--- src/rtl/vec_rot_ins_unit.sv ---
module vec_rot_ins_unit #(
  parameter int LANE_W = 32
) (
  input  logic                  clk,
  input  logic                  rst_n,
  input  logic                  instr_valid,
  input  logic [31:0]           instr_word,
  output logic [6:0]            rf_rd_src_idx,
  input  logic [4*LANE_W-1:0]   rf_rd_src_data,
  output logic [6:0]            rf_rd_dst_idx,
  input  logic [4*LANE_W-1:0]   rf_rd_dst_data,
  output logic                  rf_wr_en,
  output logic [6:0]            rf_wr_idx,
  output logic [4*LANE_W-1:0]   rf_wr_data,
  output logic                  illegal_op
);
  localparam int LANES = 4;
  localparam int VEC_W = LANES * LANE_W;
  localparam logic [31:0] MATCH_MASK = 32'hFC00_0730;
  localparam logic [31:0] MATCH_VAL  = 32'h1800_0710;

  logic [1:0]        rot_cnt;
  logic [3:0]        lane_mask;
  logic              is_match;
  logic [LANE_W-1:0] src_lane [LANES];
  logic [VEC_W-1:0]  merged;
  logic              unused_imm_hi;

  assign rot_cnt       = instr_word[7:6];
  assign lane_mask     = instr_word[19:16];
  assign unused_imm_hi = instr_word[20];
  assign is_match      = (instr_word & MATCH_MASK) == MATCH_VAL;
  assign rf_rd_src_idx = {instr_word[1:0], instr_word[15:11]};
  assign rf_rd_dst_idx = {instr_word[3:2], instr_word[25:21]};

  for (genvar j = 0; j < LANES; j++) begin : g_src
    assign src_lane[j] = rf_rd_src_data[VEC_W-1-j*LANE_W -: LANE_W];
  end

  for (genvar i = 0; i < LANES; i++) begin : g_lane
    logic [1:0] sel;
    assign sel = rot_cnt + 2'(i);
    assign merged[VEC_W-1-i*LANE_W -: LANE_W] =
      lane_mask[LANES-1-i] ? src_lane[sel] : rf_rd_dst_data[VEC_W-1-i*LANE_W -: LANE_W];
  end

  always_ff @(posedge clk) begin
    if (!rst_n) begin
      rf_wr_en   <= 1'b0;
      illegal_op <= 1'b0;
      rf_wr_idx  <= '0;
      rf_wr_data <= '0;
    end else begin
      rf_wr_en   <= instr_valid && is_match;
      illegal_op <= instr_valid && !is_match;
      if (instr_valid && is_match) begin
        rf_wr_idx  <= rf_rd_dst_idx;
        rf_wr_data <= merged;
      end
    end
  end
endmodule

--- config.mk ---
export PLATFORM = sky130hd
export DESIGN_NAME = vec_rot_ins_unit
export DESIGN_NICKNAME = d
export VERILOG_FILES = /design/src/rtl/vec_rot_ins_unit.sv
export SDC_FILE = /design/constraint.sdc
export NUM_CORES = 1
export LEC_CHECK = 0
export BUFFER_PORTS_ARGS = -buffer_cell sky130_fd_sc_hd__buf_2
export CORE_AREA = 2 2 174 176
export DETAILED_ROUTE_END_ITERATION = 10
export DIE_AREA = 0 0 176 178
export MAX_ROUTING_LAYER = met4
export SYNTH_ARGS = -nofsm -noshare
export SYNTH_HDL_FRONTEND = slang
export SYNTH_SLANG_ARGS = --single-unit
--- constraint.sdc ---
create_clock -name clk -period 3.5 [get_ports clk]
set_clock_uncertainty 0.2 [all_clocks]
set_input_delay 0.35 -clock clk [delete_from_list [all_inputs] [get_ports clk]]
set_output_delay 0.35 -clock clk [all_outputs]
set_load 0.005 [all_outputs]
==> results_dict.tcl <==
set metrics [dict create \
    status "finished, final reports clean" \
    grt_util_all_layers_pct 29.47 \
    finalCritPeriodShare_pct 66.99 \
    clock_sinks 137 \
    io_pins 442 \
    startpoint_type "primary input" \
    die_w_um 176 \
    final_cell_mix "424 x buf_2, 137 x dfxtp_1" \
    synth_area_leader_cell "dfxtp_1" \
    wirelength_um 46980 \
    r2r_cells 2 \
    dpl.hpwl_um 32380 \
    ant_nets 0 \
    clk_latency_ns 0.44 \
    criticalPathCategory "in -> reg" \
    crit_fanout 74 \
    area_delta_synth_final_pct 31.49 \
    fill_cells 2957 \
    rsz0062_at_grt "false" \
    synth_area_per_cell_um2 10.11 \
    worstPathRequired_ns 3.60 \
    grt-ovfl-total 0 \
    setup_viol 0 \
    tritoncts "built" \
    relSlewSlack_pct 32.21 \
    min_period_ns 2.345 \
    drive_gt1_share_pct 52.68 \
    grt_pass1_wl_um 66670 \
    mappedNetlistNets 1200 \
    row_count 63 \
    register_area_um2 2743 \
    cts_made_buffers 17 \
    dp_slack_ns 0.9244 \
    clk_pin_slew_ns 0.06 \
    chipHeight_um 178 \
    use_met3_pct 8.227 \
    dr.pass1.iters 9 \
    htree_levels 4 \
    use_met2_pct 41.91 \
    power_leakage_nw 4.869 \
    drcViolationCount 0 \
    critical_path.endpoint_type "flip-flop" \
    tns_ns 0 \
    ys_types 30 \
    final_max_slew_viol_count 0 \
    yosysTopAreaCellShare_pct 29.85 \
    clockBufferDepth 2 \
    max-vdd-ir-drop_uv 295.8 \
    coreArea_um2 29400 \
    netlist_area_um2 9188 \
    fp.dieArea_um2 31330 \
    syn_inst 909 \
    fmax_mhz 426.5 \
    tightest_slew_ns 1.015 \
    hold_depth 3 \
    finalHoldViolCount 0 \
    ys_seq_elements 137 \
    maxCapViolCount 0 \
    power.density_nw_per_um2 367.5 \
    root_buffer "clkbuf_16" \
    grt_max_degree 137 \
    ys_seq_area_share_pct 29.85 \
    dp.cells 1601 \
    antenna_found_initial 18 \
    portBuffers 426 \
    setup_slack_ns 1.155 \
    vias 10548 \
    place_congestion 0.9494 \
    yosysWarningCount 0 \
    grt_pass1_vias 10040 \
    final_common_cell "buf_2" \
    drt_iter0_drc 1564 \
    busiest_layer "met2" \
    fin_util_pct 41.09 \
    hold_path.class "in -> reg" \
    use_met1_pct 39.74 \
    worstPathArrival_ns 2.44 \
    synthTopCellsByArea "dfxtp_1 30%, mux2_2 16%, a222oi_1 14%" \
    nets 1530 \
    multiInputGateArea_um2 5657 \
    start_util_pct 31.25 \
    via_per_inst 6.354 \
    fin_cells 1660 \
    wire_per_inst_um 28.30 \
]
==> report_power, final <==
group / total [mW] / internal, mW / switching (mW) / leakage, nW
Combinational: 0.937 / 0.422 / 0.515 / 3.48
Sequential: 1.56 / 1.56 / 0.000384 / 1.10
Clock: 1.94 / 1.15 / 0.790 / 0.291
Total: 4.44 / 3.13 / 1.31 / 4.87
==> cell families (layout without fill, tap and decap cells) <==
group | after synthesis | count (layout) | synth area share, %
flops | 137 | 137 | 29.85
compound gates | 399 | 399 | 34.17
simple gates | 25 | 25 | 2.043
buf+inv | 156 | 498 | 8.974
mux | 192 | 192 | 24.96
other cells | 0 | 19 | 0
==> repair_timing <==
action                    in CTS  in global routing
resized for setup              0                  0
setup buffers                  0                  0
hold buffers                   9                  0
hold endpoints to repair       8                  0
==> final cells by class <==
cell class	count	share of cell area, %
antenna	19	0.3936
clock buffer	19	3.749
clock inverter	12	1.243
inverter	5	0.1761
multi-input combinational	616	46.83
sequential	137	22.70
tap	390	4.039
timing repair buffer	462	20.87
==> synth_stat cells <==
library cell	n
a211oi_1	128
a21oi_1	7
a222oi_1	128
a31oi_1	128
a41oi_1	1
and2_1	4
and4b_1	1
and4bb_1	1
and4bb_2	1
buf_1	4
buf_2	62
buf_4	27
buf_6	8
clkbuf_1	50
dfxtp_1	137
inv_1	4
inv_2	1
mux2_1	29
mux2_2	128
mux2_4	35
nand2_1	1
nand4_1	7
nand4b_2	1
nand4bb_1	2
nor2_1	1
nor2b_1	3
nor2b_2	1
nor3_1	1
nor4_1	1
o31ai_1	7
==> metrics by stage <==
| stage | cell area [µm²] | total power [mW] | hold WS [ns] |
|---|---|---|---|
| 6_report | 12080 | 4.440 | 0.1305 |
| 5_1_grt | 12080 | 4.574 | 0.1397 |
| 2_1_floorplan | 9188 | 2.120 | 0.2646 |
| 4_1_cts | 12030 | 4.439 | 0.1163 |
| 3_5_place_dp | 11340 | 2.499 | 0.2593 |
| 3_3_place_gp | 11340 | 2.493 | 0.2520 |
==> state kept, by name, indices dropped and copies added, names as in the netlist <==
name        count
illegal_op      1
rf_wr_en        1
rf_wr_data    128
rf_wr_idx       7
==> layer usage <==
metal  vias up  wire (µm)
met2       709      20260
met4         0       1385
li1       4573          -
met5         -          0
met3       104       5006
met1      5162      20330
==> critical path, cell delays in order <==
cell and delay [ns]:
dlygate4sd3_1 0.53, buf_2 0.13, nand4bb_1 0.40, nor3_2 0.45, buf_12 0.36, a211oi_1 0.14
==> worst paths after layout <==
| kind | from | slack [ns] | endpoint |
|---|---|---|---|
| min | rf_rd_dst_data[18] | 0.13 | rf_wr_data[18] |
| min reg2reg | rf_wr_idx[4] | 0.27 | rf_wr_idx[4] |
| max reg2reg | rf_wr_data[58] | 2.54 | rf_wr_data[58] |
| max | instr_word[28] | 1.16 | rf_wr_data[97] |
Note: power is estimated with default switching activity, not from simulation.
